File: config.mk
export PLATFORM = sky130hd
export DESIGN_NAME = aow_timer
export DESIGN_NICKNAME = d
export VERILOG_FILES = /design/src/rtl/aow_pkg.sv /design/src/rtl/aow_cfg.sv /design/src/rtl/aow_edge.sv /design/src/rtl/aow_count.sv /design/src/rtl/aow_fsm.sv /design/src/rtl/aow_timer.sv
export SDC_FILE = /design/constraint.sdc
export NUM_CORES = 1
export LEC_CHECK = 0
export BUFFER_PORTS_ARGS = -buffer_cell sky130_fd_sc_hd__buf_2
export CORE_ASPECT_RATIO = 0.6
export CORE_UTILIZATION = 30
export DETAILED_ROUTE_END_ITERATION = 8
export GPL_TIMING_DRIVEN = 0
export MAX_ROUTING_LAYER = met4
export PLACE_DENSITY_LB_ADDON = 0.2
export SLEW_MARGIN = 5
export SYNTH_ARGS = -nofsm -noshare
export SYNTH_HDL_FRONTEND = slang
export SYNTH_SLANG_ARGS = --single-unit
File: constraint.sdc
create_clock -name clk -period 3.06 [get_ports clk]
set_input_delay 0.612 -clock clk [delete_from_list [all_inputs] [get_ports clk]]
set_output_delay 0.612 -clock clk [all_outputs]
set_load 0.02 [all_outputs]
File: src/rtl/aow_pkg.sv
package aow_pkg;

    typedef enum logic [2:0] {
        ST_IDLE   = 3'd0,
        ST_ARMED  = 3'd1,
        ST_DELAY  = 3'd2,
        ST_WINDOW = 3'd3,
        ST_DONE   = 3'd4
    } aow_state_e;

endpackage

File: src/rtl/aow_cfg.sv
// Configuration holding register; both bits come out of reset at 1.
module aow_cfg (
    input  logic clk,
    input  logic rst_n,
    input  logic wr,
    input  logic after_in,
    input  logic long_in,
    output logic after_q,
    output logic long_q
);
    always_ff @(posedge clk) begin
        if (!rst_n) begin
            after_q <= 1'b1;
            long_q  <= 1'b1;
        end else if (wr) begin
            after_q <= after_in;
            long_q  <= long_in;
        end
    end
endmodule

File: src/rtl/aow_edge.sv
// Clamp edge detector: one register of history.
module aow_edge (
    input  logic clk,
    input  logic rst_n,
    input  logic sig,
    output logic rise,
    output logic fall
);
    logic sig_q;

    always_ff @(posedge clk) begin
        if (!rst_n) sig_q <= 1'b0;
        else        sig_q <= sig;
    end

    assign rise = sig & ~sig_q;
    assign fall = ~sig & sig_q;
endmodule

File: src/rtl/aow_count.sv
// Shared down-counter for the delay and window phases.
module aow_count #(
    parameter int CNT_W = 5
) (
    input  logic             clk,
    input  logic             rst_n,
    input  logic             load,
    input  logic [CNT_W-1:0] load_val,
    input  logic             dec,
    output logic             zero
);
    logic [CNT_W-1:0] cnt;

    always_ff @(posedge clk) begin
        if (!rst_n)    cnt <= '0;
        else if (load) cnt <= load_val;
        else if (dec)  cnt <= cnt - 1'b1;
    end

    assign zero = (cnt == '0);
endmodule

File: src/rtl/aow_fsm.sv
module aow_fsm
    import aow_pkg::*;
#(
    parameter int WIN_LEN   = 6,
    parameter int DLY_SHORT = 10,
    parameter int DLY_LONG  = 16,
    parameter int CNT_W     = 5
) (
    input  logic             clk,
    input  logic             rst_n,
    input  logic             rise,
    input  logic             fall,
    input  logic             cfg_after,
    input  logic             cfg_long,
    input  logic             cnt_zero,
    output logic             load,
    output logic [CNT_W-1:0] load_val,
    output logic             dec,
    output logic             meas_active,
    output logic             meas_done
);
    localparam logic [CNT_W-1:0] WIN_LD   = CNT_W'(WIN_LEN - 1);
    localparam logic [CNT_W-1:0] SHORT_LD = CNT_W'(DLY_SHORT - 1);
    localparam logic [CNT_W-1:0] LONG_LD  = CNT_W'(DLY_LONG - 1);

    aow_state_e st, nxt;
    logic       run_long;

    // State register; delay choice captured at the clamp rise.
    always_ff @(posedge clk) begin
        if (!rst_n) begin
            st       <= ST_IDLE;
            run_long <= 1'b1;
        end else begin
            st <= nxt;
            if (rise) run_long <= cfg_long;
        end
    end

    // Next state and counter control; a rise restarts from any state.
    always_comb begin
        nxt      = st;
        load     = 1'b0;
        load_val = '0;
        dec      = 1'b0;
        if (rise) begin
            if (cfg_after) begin
                nxt = ST_ARMED;
            end else begin
                nxt      = ST_WINDOW;
                load     = 1'b1;
                load_val = WIN_LD;
            end
        end else begin
            unique case (st)
                ST_IDLE: nxt = ST_IDLE;
                ST_ARMED: begin
                    if (fall) begin
                        nxt      = ST_DELAY;
                        load     = 1'b1;
                        load_val = run_long ? LONG_LD : SHORT_LD;
                    end
                end
                ST_DELAY: begin
                    if (cnt_zero) begin
                        nxt      = ST_WINDOW;
                        load     = 1'b1;
                        load_val = WIN_LD;
                    end else begin
                        dec = 1'b1;
                    end
                end
                ST_WINDOW: begin
                    if (cnt_zero) nxt = ST_DONE;
                    else          dec = 1'b1;
                end
                ST_DONE: nxt = ST_IDLE;
                default: nxt = ST_IDLE;
            endcase
        end
    end

    // Moore outputs.
    always_comb begin
        meas_active = (st == ST_WINDOW);
        meas_done   = (st == ST_DONE);
    end
endmodule

File: src/rtl/aow_timer.sv
module aow_timer #(
    parameter int WIN_LEN   = 6,
    parameter int DLY_SHORT = 10,
    parameter int DLY_LONG  = 16
) (
    input  logic clk,
    input  logic rst_n,
    input  logic clamp,
    input  logic cfg_wr,
    input  logic cfg_after_clamp,
    input  logic cfg_long_delay,
    output logic meas_active,
    output logic meas_done
);
    localparam int MAXV  = (DLY_LONG > WIN_LEN) ? DLY_LONG : WIN_LEN;
    localparam int CNT_W = $clog2(MAXV + 1);

    logic cfg_after_q, cfg_long_q;
    logic clamp_rise, clamp_fall;
    logic cnt_load, cnt_dec, cnt_zero;
    logic [CNT_W-1:0] cnt_val;

    aow_cfg u_cfg (
        .clk(clk), .rst_n(rst_n), .wr(cfg_wr),
        .after_in(cfg_after_clamp), .long_in(cfg_long_delay),
        .after_q(cfg_after_q), .long_q(cfg_long_q)
    );

    aow_edge u_edge (
        .clk(clk), .rst_n(rst_n), .sig(clamp),
        .rise(clamp_rise), .fall(clamp_fall)
    );

    aow_count #(.CNT_W(CNT_W)) u_cnt (
        .clk(clk), .rst_n(rst_n), .load(cnt_load),
        .load_val(cnt_val), .dec(cnt_dec), .zero(cnt_zero)
    );

    aow_fsm #(
        .WIN_LEN(WIN_LEN), .DLY_SHORT(DLY_SHORT),
        .DLY_LONG(DLY_LONG), .CNT_W(CNT_W)
    ) u_fsm (
        .clk(clk), .rst_n(rst_n), .rise(clamp_rise), .fall(clamp_fall),
        .cfg_after(cfg_after_q), .cfg_long(cfg_long_q), .cnt_zero(cnt_zero),
        .load(cnt_load), .load_val(cnt_val), .dec(cnt_dec),
        .meas_active(meas_active), .meas_done(meas_done)
    );
endmodule

### After elaboration in Yosys (flattened, before gate mapping)

Cells that the tools add are included.

* register bits after elaboration: 12
* bits in latches: 0
* bits in writable memories: 0
* memory bits (read-only): 0
* input port bits: 6
* output and inout bits: 2
* word-level logic and storage cells: 44
* memories kept: 0

* add/sub/neg operators: 1
* multipliers: 0
* div/mod/pow operators: 0
* $lt $le $gt $ge: 0
* equality and inequality tests: 7
* shift operators: 0
* mux-type cells: 22
* bitwise logic cells: 4
* reductions and logical operators: 4

Operator list (count)
* 2-to-1 mux 3 bit: 7
* 2-to-1 mux 5 bit: 4
* one-hot mux 5 bit (2 select lines): 1
* one-hot mux 3 bit (3 select lines): 1
* 2-to-1 mux 1 bit: 7
* == test 3 x 2 -> 1 bit, second input constant: 2
* != test 3 bit, second input constant: 2
* logical NOT 5 bit: 1
* subtractor 5 x 1 -> 5 bit, second input constant: 1
* == test 3 x 1 -> 1 bit, second input constant: 1
* == test 3 bit, second input constant: 1
* != test 3 x 1 -> 1 bit, second input constant: 1
* AND reduction 3 bit: 1
* AND 1 bit: 2
* 2-to-1 mux 2 bit: 1
* NOT 1 bit: 2
* one-hot mux 1 bit (2 select lines): 1
* nonzero test 2 bit: 1
* OR reduction 2 bit: 1

### Longest topological paths before layout

* depth after elaboration: 6
* mapped depth: 7
* mapped depth without buffers: 6

### Hierarchy

Synthesis repeated with hierarchy kept, for this count alone.

* cells, all modules: 74
* area, all modules: 655.6 sq um

Modules (own cells, without submodules)
* aow_fsm: times used 1, cells each 34, area each 287.8 sq um, seq. area each 80.1 sq um
* aow_count: times used 1, cells each 30, area each 261.5 sq um, seq. area each 100.1 sq um
* aow_cfg: times used 1, cells each 6, area each 67.6 sq um, seq. area each 40.0 sq um
* aow_edge: times used 1, cells each 4, area each 38.8 sq um, seq. area each 20.0 sq um

### Worst setup path after synthesis

No wires, ideal clock.

* path type: in2reg
* from: input port clamp
* to: register u_cnt.cnt[0]
* library setup time: 0.118 ns
* data arrival time: 1.631 ns
* required time: 2.942 ns
* path slack: 1.311 ns
* stages: 6
* buffers on the path: 1
* path through: ha_1 -> buf_2 -> nor3b_1 -> nand2b_1 -> o21ai_0 -> nor2_1

* word-level cells in the longest chain between the ends: 6
* elaborated cells on any way between the ends: 12
* classes of those cells: mux: 8; bitwise: 3; reduce/logical: 1

RTL lines
* from (decl): line aow_timer.sv:8 `input logic clamp,`
* NOT 1 bit: line aow_edge.sv:17 `assign fall = ~sig & sig_q;`
* AND 1 bit: line aow_edge.sv:17
* 2-to-1 mux 5 bit / 2-to-1 mux 1 bit (equally long branches): line aow_fsm.sv:58 `if (fall) begin`
* one-hot mux 5 bit (2 select lines) / one-hot mux 1 bit (2 select lines) (equally long branches): line aow_fsm.sv:55 `unique case (st)`
* 2-to-1 mux 5 bit / 2-to-1 mux 1 bit (equally long branches): line aow_fsm.sv:46 `if (rise) begin`
* 2-to-1 mux 5 bit / nonzero test 2 bit (equally long branches)
* to (signal assigned): line aow_count.sv:16 `else if (load) cnt <= load_val;`
* to (signal assigned): line aow_count.sv:17 `else if (dec) cnt <= cnt - 1'b1;`
* to (decl): line aow_count.sv:12 `logic [CNT_W-1:0] cnt;`

Several ways; a longest one is shown, not always the timed one.
A chain may end at the register's enable or synchronous reset.

### Final worst setup path

* from: input port clamp
* to: register u_cnt.cnt[0]

* elaborated cells on any way between the ends: 12
* classes of those cells: mux: 8; bitwise: 3; reduce/logical: 1

RTL lines
* AND 1 bit (*): line aow_edge.sv:16 `assign rise = sig & ~sig_q;`
* net clamp_rise: line aow_timer.sv:19 `logic clamp_rise, clamp_fall;`
* 2-to-1 mux 5 bit / 2-to-1 mux 1 bit (equally long branches): line aow_fsm.sv:46
* 2-to-1 mux 5 bit / nonzero test 2 bit (equally long branches)

Mark *: on every way through the listed nets, which the timed path passes. The rest lies on a longest branch.

==> flow_summary.ini <==
[die]
die-height_um = 38.6
die_x_um = 63.0
start_util = 0.341
io_pins = 8
die-area_um2 = 2430
num_rows = 12
placeableCoreArea_um2 = 1970

[detailed_routing]
antenna_violating_nets_post_route = 0
num_vias = 571
route.detailed.vias_per_inst = 4.92
route.detailed.wl_per_inst_um = 12.3
drt-pass1-iter-count = 4
routed_wirelength_mm = 1.42
drt_iter0_markers = 18
remaining_drcs = 0

[yosys]
netlist.area_leader.share = 0.358
synth_common_cells = 12 x sky130_fd_sc_hd__dfxtp_1, 7 x sky130_fd_sc_hd__inv_1, 6 x sky130_fd_sc_hd__nor2_1
yosysTopAreaCell = sky130_fd_sc_hd__dfxtp_1
ys_seq_elements = 12
post_synth_num_cell_types = 33
yosysMostFrequentCell = sky130_fd_sc_hd__dfxtp_1
synth_area_per_cell_um2 = 8.71
synth-seq-area-share = 0.358
postSynth.asyncResetShare = 0
synthTopCellsByArea = sky130_fd_sc_hd__dfxtp_1 36%, sky130_fd_sc_hd__ha_1 5.6%, sky130_fd_sc_hd__mux2i_1 4.5%
synth_edf_count = 0
syn-num-nets = 86
yosys_most_used_dff = sky130_fd_sc_hd__dfxtp_1
yosys_warnings = 0
syn-cell-area_um2 = 671
syn_inst = 77

[finish]
area_delta_synth_final_pct = 18.7
num_antenna_cells = 0
fillerInstances = 207
finalNonFillerCells = 116
final_design_area_no_fill_um2 = 796
final_net_count = 98
drive_gt1_frac = 0.193

[placement]
pre_cts_ws_ns = 0.929
port_buffer_count = 7
placedInstanceArea_um2 = 741
dp.final_hpwl_mm = 1.04
gp_congestion = 0.772
placedCellCount = 112

[clock_tree]
cts_resized = 0
cts_tree = done
worst_setup_hold_path_clk_slew_ns = 0.05
ctsHtreeMaxLevel = 1
holdBufCountCts = 0
tritoncts.num_buffers = 3
cts_max_path_buffers = 2
post-cts-setup-buffer-count = 0
clock_tree.root_cell = sky130_fd_sc_hd__clkbuf_8
clock_insertion_delay_worst_skew_ns = 0.24
clock-sinks = 12

[power]
p_leak_nw = 0.331
peakVddDrop_mv = 0.243
cellPowerDensity_nw_per_um2 = 585
power_mw = 0.466

[timing]
worst_slack_ns = 1.09
timing_worst_slew_pin_value_ns = 0.592
totalNegativeSetupSlack_ns = 0
setup_viol = 0
timing.final.max_slew_violations = 0
hold_viol_final = 0
timing.final.crit_share = 0.645
finalClockSkew_ns = 0.00540
rsz0062_at_grt = no
finalCriticalPeriod_ns = 1.97
max-slew-margin-rel = 0.605
max_freq_mhz = 506

[critical_path]
cp.depth = 7
startpoint = clamp
slowest_delay_ns = 0.51
required_ns = 3.19
reg2regPathDepth = 7
endpoint_kind = register
critical-path-top-delay-family = simple AND/OR/NAND/NOR gates
critical_path_class = input port to register
reg2reg_from = u_edge.sig_q$_SDFF_PN0_
critPathSlowestCell = sky130_fd_sc_hd__nor3b_1
worst-endpoint-arrival_ns = 2.11
crit_path_end = u_cnt.cnt[0]$_SDFFE_PN0P_
cp_num_buf_inv = 2
critical-path-top-cell-by-count = sky130_fd_sc_hd__buf_2
worstPathMaxFanout = 10
timing.critical_path.cells = buf_2 -> ha_1 -> buf_2 -> nor3b_1 -> nand2b_1 -> o21ai_0 -> nor2_1
regToRegSetupSlack_ns = 1.21
worst_setup_path_start_kind = input port
rr_endpoint = u_cnt.cnt[0]$_SDFFE_PN0P_

[global_routing]
grt_antenna_before_repair = 0
global_route.usage.total = 0.139
grt_first_pass_wirelength_mm = 2.33
grt_pass1_vias = 471
grt_max_degree = 11
grt.overflow.total = 0

[flow_run]
timing.max_cap.violations = 0

[status]
run_status = complete, no violations

[min_path]
holdCritPathClass = register to register
logic make-up (layout without fill, tap and decap cells):
kind of cell             Yosys count  in the layout  synth area share
AND/OR/NAND/NOR                   29             29             0.261
AO/OA/AOI/OAI                     18             18             0.190
flip-flops                        12             12             0.358
buffers and inverters             11             22            0.0765
adder cells (fa/ha/maj)            3              3            0.0560
multiplexers                       3              3            0.0448
XOR/XNOR                           1              1            0.0131
cell usage in the layout (no fill, tap or decap), types with 2 or more instances in the layout:
cell type and count:
sky130_fd_sc_hd__nor2b_1 2, sky130_fd_sc_hd__nand3_1 2, sky130_fd_sc_hd__a211oi_1 3, sky130_fd_sc_hd__nor2_1 6
sky130_fd_sc_hd__ha_1 3, sky130_fd_sc_hd__o22ai_1 2, sky130_fd_sc_hd__clkbuf_8 4, sky130_fd_sc_hd__mux2i_1 3
sky130_fd_sc_hd__nor3_1 5, sky130_fd_sc_hd__o21ai_0 3, sky130_fd_sc_hd__nand2_1 5, sky130_fd_sc_hd__nand2b_1 2
sky130_fd_sc_hd__buf_2 9, sky130_fd_sc_hd__dfxtp_1 12, sky130_fd_sc_hd__a21oi_1 2, sky130_fd_sc_hd__inv_1 7
state kept, by name, summed over array words and instances (netlist names):
register        count
u_cfg.after_q       1
u_cfg.long_q        1
u_cnt.cnt           5
u_edge.sig_q        1
u_fsm.run_long      1
u_fsm.st            3
power by group:
| part | switching [mW] | internal (mW) |
|---|---|---|
| clock | 0.0576 | 0.114 |
| combinational | 0.0605 | 0.0533 |
| sequential | 0.0109 | 0.170 |
| total | 0.129 | 0.337 |
worst min-delay path by stage:
| stage | endpoint | slack [ns] | cells past startpoint | from |
|---|---|---|---|---|
| 2_1_floorplan | u_fsm.run_long$_SDFFE_PN1P_ | 0.44 | 2 | u_cfg.long_q$_SDFFE_PN1P_ |
| 3_3_place_gp | u_cnt.cnt[4]$_SDFFE_PN0P_ | 0.46 | 2 | u_cnt.cnt[4]$_SDFFE_PN0P_ |
| 3_5_place_dp | u_cfg.after_q$_SDFFE_PN1P_ | 0.47 | 2 | u_cfg.after_q$_SDFFE_PN1P_ |
| 4_1_cts | u_cnt.cnt[4]$_SDFFE_PN0P_ | 0.48 | 2 | u_cnt.cnt[4]$_SDFFE_PN0P_ |
| 5_1_grt | u_cfg.after_q$_SDFFE_PN1P_ | 0.49 | 2 | u_cfg.after_q$_SDFFE_PN1P_ |
| 6_report | u_cnt.cnt[4]$_SDFFE_PN0P_ | 0.47 | 2 | u_cnt.cnt[4]$_SDFFE_PN0P_ |
tightest hold or removal path: cells and delay by family, from the launching register on:
kind / cells / cell delay, ns
DFF: 1 / 0.33
and+or+nand+nor: 1 / 0.06
AOI/OAI and AO/OA: 1 / 0.03
metal layers:
layer	global-route usage	routed length (um)
met1	0.205	821
met2	0.156	476
met3	0.0529	112
met4	0.0523	11
met5	-	0
layout make-up:
class / count / area, um^2 / area share
clock buffers: 4 / 55.1 / 0.0692
flip-flops and latches: 12 / 240 / 0.302
repair buffers: 7 / 35.0 / 0.0440
well taps: 28 / 35.0 / 0.0440
plain buffers: 4 / 25.0 / 0.0314
inverters: 7 / 26.3 / 0.0330
multi-input cells: 54 / 379 / 0.476
through the flow:
stage	util	hold WS (ns)
2_1_floorplan	-	0.440
3_3_place_gp	0.377	0.458
3_5_place_dp	0.377	0.466
4_1_cts	0.405	0.477
5_1_grt	0.405	0.487
6_report	0.405	0.472
(Power assumes the default switching activity.)
